`config.mk`:
```
export PLATFORM = sky130hd
export DESIGN_NAME = i2c_regbank
export DESIGN_NICKNAME = d
export VERILOG_FILES = /design/src/rtl/i2c_regbank.sv
export SDC_FILE = /design/constraint.sdc
export NUM_CORES = 1
export LEC_CHECK = 0
export BUFFER_PORTS_ARGS = -buffer_cell sky130_fd_sc_hd__buf_2
export CORE_ASPECT_RATIO = 0.6
export CORE_MARGIN = 2
export CORE_UTILIZATION = 45
export DETAILED_ROUTE_END_ITERATION = 12
export GPL_TIMING_DRIVEN = 0
export MAX_ROUTING_LAYER = met4
export PLACE_DENSITY_LB_ADDON = 0.2
export SLEW_MARGIN = 5
export SYNTH_ARGS = -nofsm -noshare
export SYNTH_HDL_FRONTEND = slang
export SYNTH_SLANG_ARGS = --single-unit
```
`constraint.sdc`:
```
create_clock -name clk -period 1.35 [get_ports clk]
set_clock_uncertainty 0.1 [all_clocks]
set_input_delay 0.2025 -clock clk [delete_from_list [all_inputs] [get_ports clk]]
set_output_delay 0.2025 -clock clk [all_outputs]
set_load 0.01 [all_outputs]
```
`src/rtl/i2c_regbank.sv`:
```
module i2c_regbank (
  input  logic        clk,
  input  logic        rst_n,
  input  logic        acc_wr,
  input  logic        acc_rd,
  input  logic [2:0]  acc_addr,
  input  logic [15:0] acc_wdata,
  output logic [15:0] acc_rdata,
  input  logic        ev_slave_stop,
  input  logic        ev_bus_err,
  input  logic        ev_nack,
  input  logic        ev_start_done,
  input  logic        ev_own_match,
  input  logic        ev_gcall_match,
  input  logic        ev_tx_empty,
  input  logic        ev_rx_valid,
  input  logic [7:0]  rx_byte,
  input  logic        eng_master,
  input  logic        eng_xmit,
  input  logic        eng_bus_busy,
  input  logic        eng_ctl_busy,
  input  logic        start_ack,
  input  logic        stop_ack,
  output logic        ctl_en,
  output logic [14:0] scl_div,
  output logic        start_req,
  output logic        stop_req,
  output logic        nack_next,
  output logic        stall_en,
  output logic        stall_hold,
  output logic        match_irq_en,
  output logic        gcall_en,
  output logic        slave_en,
  output logic [6:0]  own_addr,
  output logic [7:0]  tx_data,
  output logic        tx_load,
  output logic        irq
);

  logic [7:0]  data_q;
  logic [3:0]  c1_hi;
  logic        c1_ien;
  logic [7:0]  oa_q;
  logic [15:0] c2_q;
  logic [7:0]  c3_q;

  logic f_slvstp, f_sdast, f_ber, f_nack, f_stall, f_nmatch;
  logic m_own, m_gc;

  logic wr_data, wr_sts, wr_c1, wr_oa, wr_c2, wr_c3, data_acc, go_off;
  logic [5:0] flags;

  assign wr_data  = acc_wr && acc_addr == 3'd0;
  assign wr_sts   = acc_wr && acc_addr == 3'd1;
  assign wr_c1    = acc_wr && acc_addr == 3'd3;
  assign wr_oa    = acc_wr && acc_addr == 3'd4;
  assign wr_c2    = acc_wr && acc_addr == 3'd5;
  assign wr_c3    = acc_wr && acc_addr == 3'd6;
  assign data_acc = (acc_wr || acc_rd) && acc_addr == 3'd0;
  assign go_off   = !ctl_en || (wr_c2 && !acc_wdata[0]);

  assign ctl_en       = c2_q[0];
  assign scl_div      = c2_q[15:1];
  assign stall_en     = c1_hi[3];
  assign match_irq_en = c1_hi[2];
  assign gcall_en     = c1_hi[1];
  assign nack_next    = c1_hi[0];
  assign slave_en     = oa_q[7];
  assign own_addr     = oa_q[6:0];
  assign tx_data      = data_q;
  assign stall_hold   = f_stall && stall_en;

  assign flags = {f_slvstp, f_sdast, f_ber, f_nack, f_stall, f_nmatch};
  assign irq   = c1_ien && (|flags);

  always_ff @(posedge clk or negedge rst_n) begin
    if (!rst_n) begin
      c1_hi  <= '0;
      c1_ien <= 1'b0;
      oa_q   <= '0;
      c2_q   <= '0;
      c3_q   <= '0;
    end else begin
      if (wr_c1) begin
        c1_hi  <= acc_wdata[7:4];
        c1_ien <= acc_wdata[2];
      end
      if (wr_oa) oa_q <= acc_wdata[7:0];
      if (wr_c2) c2_q <= acc_wdata;
      if (wr_c3) c3_q <= acc_wdata[7:0];
    end
  end

  always_ff @(posedge clk or negedge rst_n) begin
    if (!rst_n) begin
      data_q  <= '0;
      tx_load <= 1'b0;
    end else begin
      tx_load <= wr_data && ctl_en;
      if (ev_rx_valid && ctl_en) data_q <= rx_byte;
      else if (wr_data)          data_q <= acc_wdata[7:0];
    end
  end

  always_ff @(posedge clk or negedge rst_n) begin
    if (!rst_n) begin
      f_slvstp  <= 1'b0;
      f_sdast   <= 1'b0;
      f_ber     <= 1'b0;
      f_nack    <= 1'b0;
      f_stall   <= 1'b0;
      f_nmatch  <= 1'b0;
      m_own     <= 1'b0;
      m_gc      <= 1'b0;
      start_req <= 1'b0;
      stop_req  <= 1'b0;
    end else if (go_off) begin
      f_slvstp  <= 1'b0;
      f_sdast   <= 1'b0;
      f_ber     <= 1'b0;
      f_nack    <= 1'b0;
      f_stall   <= 1'b0;
      f_nmatch  <= 1'b0;
      m_own     <= 1'b0;
      m_gc      <= 1'b0;
      start_req <= 1'b0;
      stop_req  <= 1'b0;
    end else begin
      f_slvstp  <= ev_slave_stop | (f_slvstp & ~(wr_sts & acc_wdata[7]));
      f_sdast   <= ev_tx_empty | ev_rx_valid | (f_sdast & ~data_acc);
      f_ber     <= ev_bus_err | (f_ber & ~(wr_sts & acc_wdata[5]));
      f_nack    <= ev_nack | (f_nack & ~(wr_sts & acc_wdata[4]));
      f_stall   <= (ev_start_done & stall_en) | (f_stall & ~(wr_sts & acc_wdata[3]));
      f_nmatch  <= ev_own_match | ev_gcall_match | (f_nmatch & ~(wr_sts & acc_wdata[2]));
      if (ev_own_match) begin
        m_own <= 1'b1;
        m_gc  <= 1'b0;
      end else if (ev_gcall_match) begin
        m_own <= 1'b0;
        m_gc  <= 1'b1;
      end else if (ev_slave_stop) begin
        m_own <= 1'b0;
        m_gc  <= 1'b0;
      end
      start_req <= (wr_c1 & acc_wdata[0]) | (start_req & ~start_ack);
      stop_req  <= (wr_c1 & acc_wdata[1]) | (stop_req & ~stop_ack);
    end
  end

  always_comb begin
    case (acc_addr)
      3'd0:    acc_rdata = {8'h00, data_q};
      3'd1:    acc_rdata = {8'h00, flags, eng_master, eng_xmit};
      3'd2:    acc_rdata = {12'h000, m_gc, m_own, eng_bus_busy, eng_ctl_busy};
      3'd3:    acc_rdata = {8'h00, c1_hi, 1'b0, c1_ien, stop_req, start_req};
      3'd4:    acc_rdata = {8'h00, oa_q};
      3'd5:    acc_rdata = c2_q;
      3'd6:    acc_rdata = {8'h00, c3_q};
      default: acc_rdata = 16'h0000;
    endcase
  end

endmodule

```
==> flow_summary.ini, run 1 <==
[detailed_routing]
drtIter0Drc = 108
drc = 0
wire_per_inst_um = 18.04
drt-total-wl_mm = 8.351
ant_nets = 0
viasPerCell = 5.309
drt-pass1-iter-count = 4
vias = 2458

[synthesis]
synthCells = 254
synth_area_mm2 = 0.002905
yosysWarnings = 0
ys_top_cells_by_area = dfrtp_1 48%, mux2_2 9.7%, mux2i_1 7.6%
synth_seq_area_share = 0.4823
yosysTopAreaCell = dfrtp_1
syn_nets = 299
netlist.area_leader.share = 0.4823
synth-seq-cells = 56
avgSynthCellArea_um2 = 11.44
synth_cell_types = 41

[global_routing]
grt_pass1_wl_mm = 12.94
antenna_found_initial = 0
grt_max_degree = 57
grt_pass1_vias = 2467
grt_use_total = 0.2503
grt-ovfl-total = 0

[clock_tree]
clockBufferDepth = 2
numCtsBuffers = 5
cts_tree = done
cts.clk_slew.worst_paths_ns = 0.10
cts_sinks = 56
cts_max_level = 2
clock_latency_ns = 0.31
ctsRootBufferMaster = clkbuf_8

[worst_setup_path]
r2r-start = c2_q[0]$_DFFE_PN0P_
reg2reg_depth = 4
slowest_delay_ns = 0.53
crit_type = flop to output pin
cp.arrival_ns = 1.61
worst_setup_path_end_kind = output pin
reg2reg_slack_ns = 0.07
critPathLaunch = f_nmatch$_DFF_PN0_
crit_chain = or4_4 > o31a_1 > buf_2
worstPathMaxFanout = 2
cpMaxStageDelayCell = or4_4
crit_required_ns = 1.05
start_kind = flop
rr_endpoint = tx_data[1]$_DFFE_PN0P_

[run]
cap_viol_max_count = 0

[power_and_ir_drop]
power_mw = 4.892
power_leakage_nw = 1.955
power_density_mw_per_mm2 = 1258
ir_drop_uv = 644.4

[finish]
fin_util = 0.6309
antenna_cells = 0
final_nets = 424
stdcell_area_mm2 = 0.003890
fillers = 534
area_delta_synth_final_pct = 33.89
instances_no_fill = 463
drive_gt1_frac = 0.4960

[floorplanning]
rows = 22
die_area_mm2 = 0.007136
die_h_um = 66.24
start_util = 0.4712
core_mm2 = 0.006166
die_w_um = 107.7
io_pins = 102

[place]
pre_cts_slack_ns = -0.4486
gp_congestion = 0.8223
placed_cells = 436
hpwlAfterDp_mm = 5.892
postPlaceCellArea_mm2 = 0.003513
port_buffers = 98

[hold_path]
whs_path_depth = 2
hold_class = primary input to flop
hold_end = c2_q[10]$_DFFE_PN0P_
min_from = acc_wdata[10]

[sta]
rsz0062_at_grt = true
finalSetupTns_ns = -3.085
min_period_ns = 1.917
slew_headroom = 0.5324
finalCritPeriodShare = 1.420
max_freq_mhz = 521.7
worst_slack_ns = -0.5668
setup_viol = 13
worst_pin_slew_ns = 0.7015
slew_violations = 0
hold_violations = 0
whs_ns = 0.01813

[outcome]
violations = negative setup slack
outcome = complete, but fails checks
critical path: cells and delay by family, from the launching register on:
| family | cells | cell delay (ns) |
|---|---|---|
| AND/OR/NAND/NOR | 1 | 0.53 |
| flip-flops | 1 | 0.39 |
| AO/OA/AOI/OAI | 1 | 0.25 |
| buffers and inverters | 1 | 0.14 |
cell usage in the layout, fill, tap and decap left out, drive strengths merged, types with 4 or more instances in the layout:
cell / count
buf: 130
dfrtp: 56
mux2: 33
nand2: 23
mux2i: 22
nor2: 20
a21oi: 16
clkbuf: 10
and3: 8
a31oi: 5
and4b: 4
a311oi: 4
inv: 4
logic make-up after synthesis:
group | after synthesis | synth area share
simple gates | 77 | 0.1563
flops | 56 | 0.4823
compound gates | 44 | 0.1021
mux | 55 | 0.2140
buf+inv | 22 | 0.04522
per-layer routing:
| layer | vias to the layer above | global-route usage | part of all wire |
|---|---|---|---|
| met5 | - | - | 0 |
| met4 | 0 | 0.05609 | 0.0055 |
| met3 | 7 | 0.04039 | 0.089 |
| met2 | 98 | 0.3703 | 0.44 |
| met1 | 1180 | 0.3629 | 0.46 |
| li1 | 1173 | - | - |
what timing repair did:
| item | 4_1_cts | 5_1_grt |
|---|---|---|
| setup endpoints to repair | 26 | 24 |
| pin swaps | 8 | 4 |
| buffers inserted | 16 | 2 |
| resized for setup | 19 | 18 |
| hold buffers | 1 | 1 |
| hold endpoints to repair | 1 | 56 |
state kept, by name, indices dropped and copies added, names as in the netlist:
signal,flops
f_nmatch,1
stop_req,1
f_ber,1
f_stall,1
c1_hi,4
tx_load,1
start_req,1
m_gc,1
f_sdast,1
c2_q,16
c1_ien,1
c3_q,8
f_nack,1
tx_data,8
oa_q,8
m_own,1
f_slvstp,1
how the worst max path moves through the flow:
| stage | cells past startpoint | to |
|---|---|---|
| after floorplan | 2 | irq |
| after global placement | 6 | acc_rdata[1] |
| after detailed placement | 6 | acc_rdata[1] |
| after CTS | 3 | irq |
| after global routing | 3 | irq |
| final | 3 | irq |
synthesized netlist by cell type (all sizes together):
cell / n
mux2: 33
nor4b: 1
or2: 2
and3: 8
and2b: 1
o211ai: 3
nor2b: 3
a2bb2oi: 2
a22o: 3
o21ai: 3
a221o: 1
and4b: 4
mux2i: 22
nand4b: 3
nor3b: 1
a221oi: 1
dfrtp: 56
o31a: 1
o21a: 3
and4bb: 1
or4: 1
buf: 12
clkbuf: 6
o41ai: 1
and3b: 2
inv: 4
and2: 2
nor3: 2
a21bo: 1
nand3b: 3
nor2: 20
a311oi: 4
a31oi: 5
nand2: 23
a21oi: 16
power breakdown:
part	switching, mW	internal [mW]
Clock	0.543	0.355
Combinational	0.783	0.905
Sequential	0.272	2.03
cell type report:
class,instances,area (um^2),share of cell area
Timing Repair Buffer,118,718.2,0.1846
Clock inverter,1,5.005,0.001287
Sequential cell,56,1401,0.3602
Inverter,4,15.01,0.003860
Buffer,18,141.4,0.03635
Clock buffer,6,72.57,0.01866
Multi-Input combinational cell,176,1431,0.3680
Tap cell,84,105.1,0.02702
Power figures use the tool's default switching activity.
==> run 2, diff against run 1 <==
--- a/config.mk
+++ b/config.mk
@@ -9,6 +9,7 @@
 export CORE_ASPECT_RATIO = 0.6
 export CORE_MARGIN = 2
 export CORE_UTILIZATION = 45
+export CTS_BUF_LIST = sky130_fd_sc_hd__clkbuf_16
 export DETAILED_ROUTE_END_ITERATION = 12
 export GPL_TIMING_DRIVEN = 0
 export MAX_ROUTING_LAYER = met4
==> flow_summary.ini, run 2 (same netlist as run 1, synthesis figures left out) <==
[outcome]
outcome = complete, but fails checks
violations = negative setup slack

[clock_tree]
ctsRootBufferMaster = clkbuf_16
cts_sinks = 56
cts_max_level = 2
clock_latency_ns = 0.28
cts.clk_slew.worst_paths_ns = 0.06
numCtsBuffers = 5
clockBufferDepth = 2
cts_tree = done

[worst_setup_path]
crit_required_ns = 1.05
worstPathMaxFanout = 2
crit_chain = or4_4 > o31a_1 > buf_2
cpMaxStageDelayCell = or4_4
worst_setup_path_end_kind = output pin
reg2reg_depth = 4
rr_endpoint = tx_data[1]$_DFFE_PN0P_
cp.arrival_ns = 1.58
start_kind = flop
slowest_delay_ns = 0.53
crit_type = flop to output pin
r2r-start = c2_q[0]$_DFFE_PN0P_
reg2reg_slack_ns = 0.03

[finish]
fillers = 527
final_cell_mix = 98 x buf_2, 55 x dfrtp_1, 25 x mux2_2, 22 x nand2_1, 21 x mux2i_1
final_common_cell = buf_2
regMostFlops = c2_q
area_delta_synth_final_pct = 34.67
instances_no_fill = 461
largest_reg_flops = 16
drive_gt1_frac = 0.4960
final_nets = 422
antenna_cells = 0

[detailed_routing]
vias = 2492
wire_per_inst_um = 18.20
drc = 0
drtIter0Drc = 107
drt-total-wl_mm = 8.392
ant_nets = 0
drt-pass1-iter-count = 4
viasPerCell = 5.406

[hold_path]
hold_end = m_gc$_DFFE_PN0P_
hold_class = primary input to flop
whs_path_depth = 2
min_from = ev_own_match

[sta]
worst_slack_ns = -0.5360
rsz0062_at_grt = true
slew_violations = 0
worst_pin_slew_ns = 0.7020
min_period_ns = 1.886
max_freq_mhz = 530.2
setup_viol = 10
finalCritPeriodShare = 1.397
hold_violations = 0
slew_headroom = 0.5320

[floorplanning]
die_h_um = 66.24
die_area_mm2 = 0.007136
die_w_um = 107.7
io_pins = 102
rows = 22
core_mm2 = 0.006166
start_util = 0.4712

[global_routing]
grt_pass1_vias = 2468
grt_use_total = 0.2476
antenna_found_initial = 0
grt_max_degree = 57
grt_pass1_wl_mm = 12.91
grt-ovfl-total = 0

[power_and_ir_drop]
power_leakage_nw = 1.974
power_mw = 5.145
power_density_mw_per_mm2 = 1315
ir_drop_uv = 649.8

[place]
port_buffers = 98
placed_cells = 436
hpwlAfterDp_mm = 5.892
gp_congestion = 0.8223

[run]
cap_viol_max_count = 0
-- run 2: worst max path at each step --
stage / end / slack [ns] / from
6_report: irq / -0.54 / f_nmatch$_DFF_PN0_
3_5_place_dp: acc_rdata[1] / -0.45 / acc_addr[1]
3_3_place_gp: acc_rdata[1] / -0.45 / acc_addr[1]
2_1_floorplan: irq / -0.09 / f_sdast$_DFF_PN0_
4_1_cts: irq / -0.54 / f_nmatch$_DFF_PN0_
5_1_grt: irq / -0.57 / f_nmatch$_DFF_PN0_
-- run 2: cell type report --
type	instances	area, um^2	area share
plain buffers	18	162.7	0.04157
clock buffers	5	125.1	0.03198
clock inverters	2	8.758	0.002239
inverters	4	15.01	0.003838
multi-input cells	176	1421	0.3633
flip-flops and latches	56	1403	0.3585
well taps	84	105.1	0.02686
repair buffers	116	671.9	0.1717
-- run 2: report_power, final --
group          leakage (nW)  internal (mW)  switching (mW)
Sequential            0.680           2.04           0.268
Combinational          1.22          0.848           0.774
Clock                0.0709          0.668           0.549
Total                  1.97           3.55            1.59
-- run 2: repair_timing --
action / in CTS / in global routing
setup endpoints to repair: 25 / 42
pin swaps: 10 / 8
buffers inserted: 15 / 1
hold buffers: 0 / 1
endpoints found under the hold margin: 0 / 56
gates cloned: 0 / 1
gates resized for setup: 19 / 19
-- run 2: metrics by stage --
stage | setup slack, ns | util | instance area [um^2] | hold slack [ns] | setup TNS (ns)
3_3_place_gp | -0.4450 | 0.5698 | 3513 | 0.3275 | -19.66
2_1_floorplan | -0.09406 | - | 2918 | -0.1931 | -0.09406
3_5_place_dp | -0.4486 | 0.5698 | 3513 | 0.3312 | -18.15
5_1_grt | -0.5688 | 0.6345 | 3913 | 0.03654 | -3.386
4_1_cts | -0.5359 | 0.6189 | 3816 | 0.02781 | -2.747
6_report | -0.5360 | 0.6345 | 3913 | 0.03601 | -2.737
-- run 2: routing by layer --
metal / GRT usage / up-vias / routed length [um]
li1: - / 1166 / -
met1: 0.3635 / 1218 / 3919
met2: 0.3671 / 104 / 3720
met3: 0.03645 / 4 / 705
met4: 0.04808 / 0 / 46
met5: - / - / 0
-- run 2: critical path: cells and delay by family, from the launching register on --
| family | cells | cell delay [ns] |
|---|---|---|
| buffers and inverters | 1 | 0.14 |
| and+or+nand+nor | 1 | 0.53 |
| DFF | 1 | 0.38 |
| AOI/OAI and AO/OA | 1 | 0.25 |
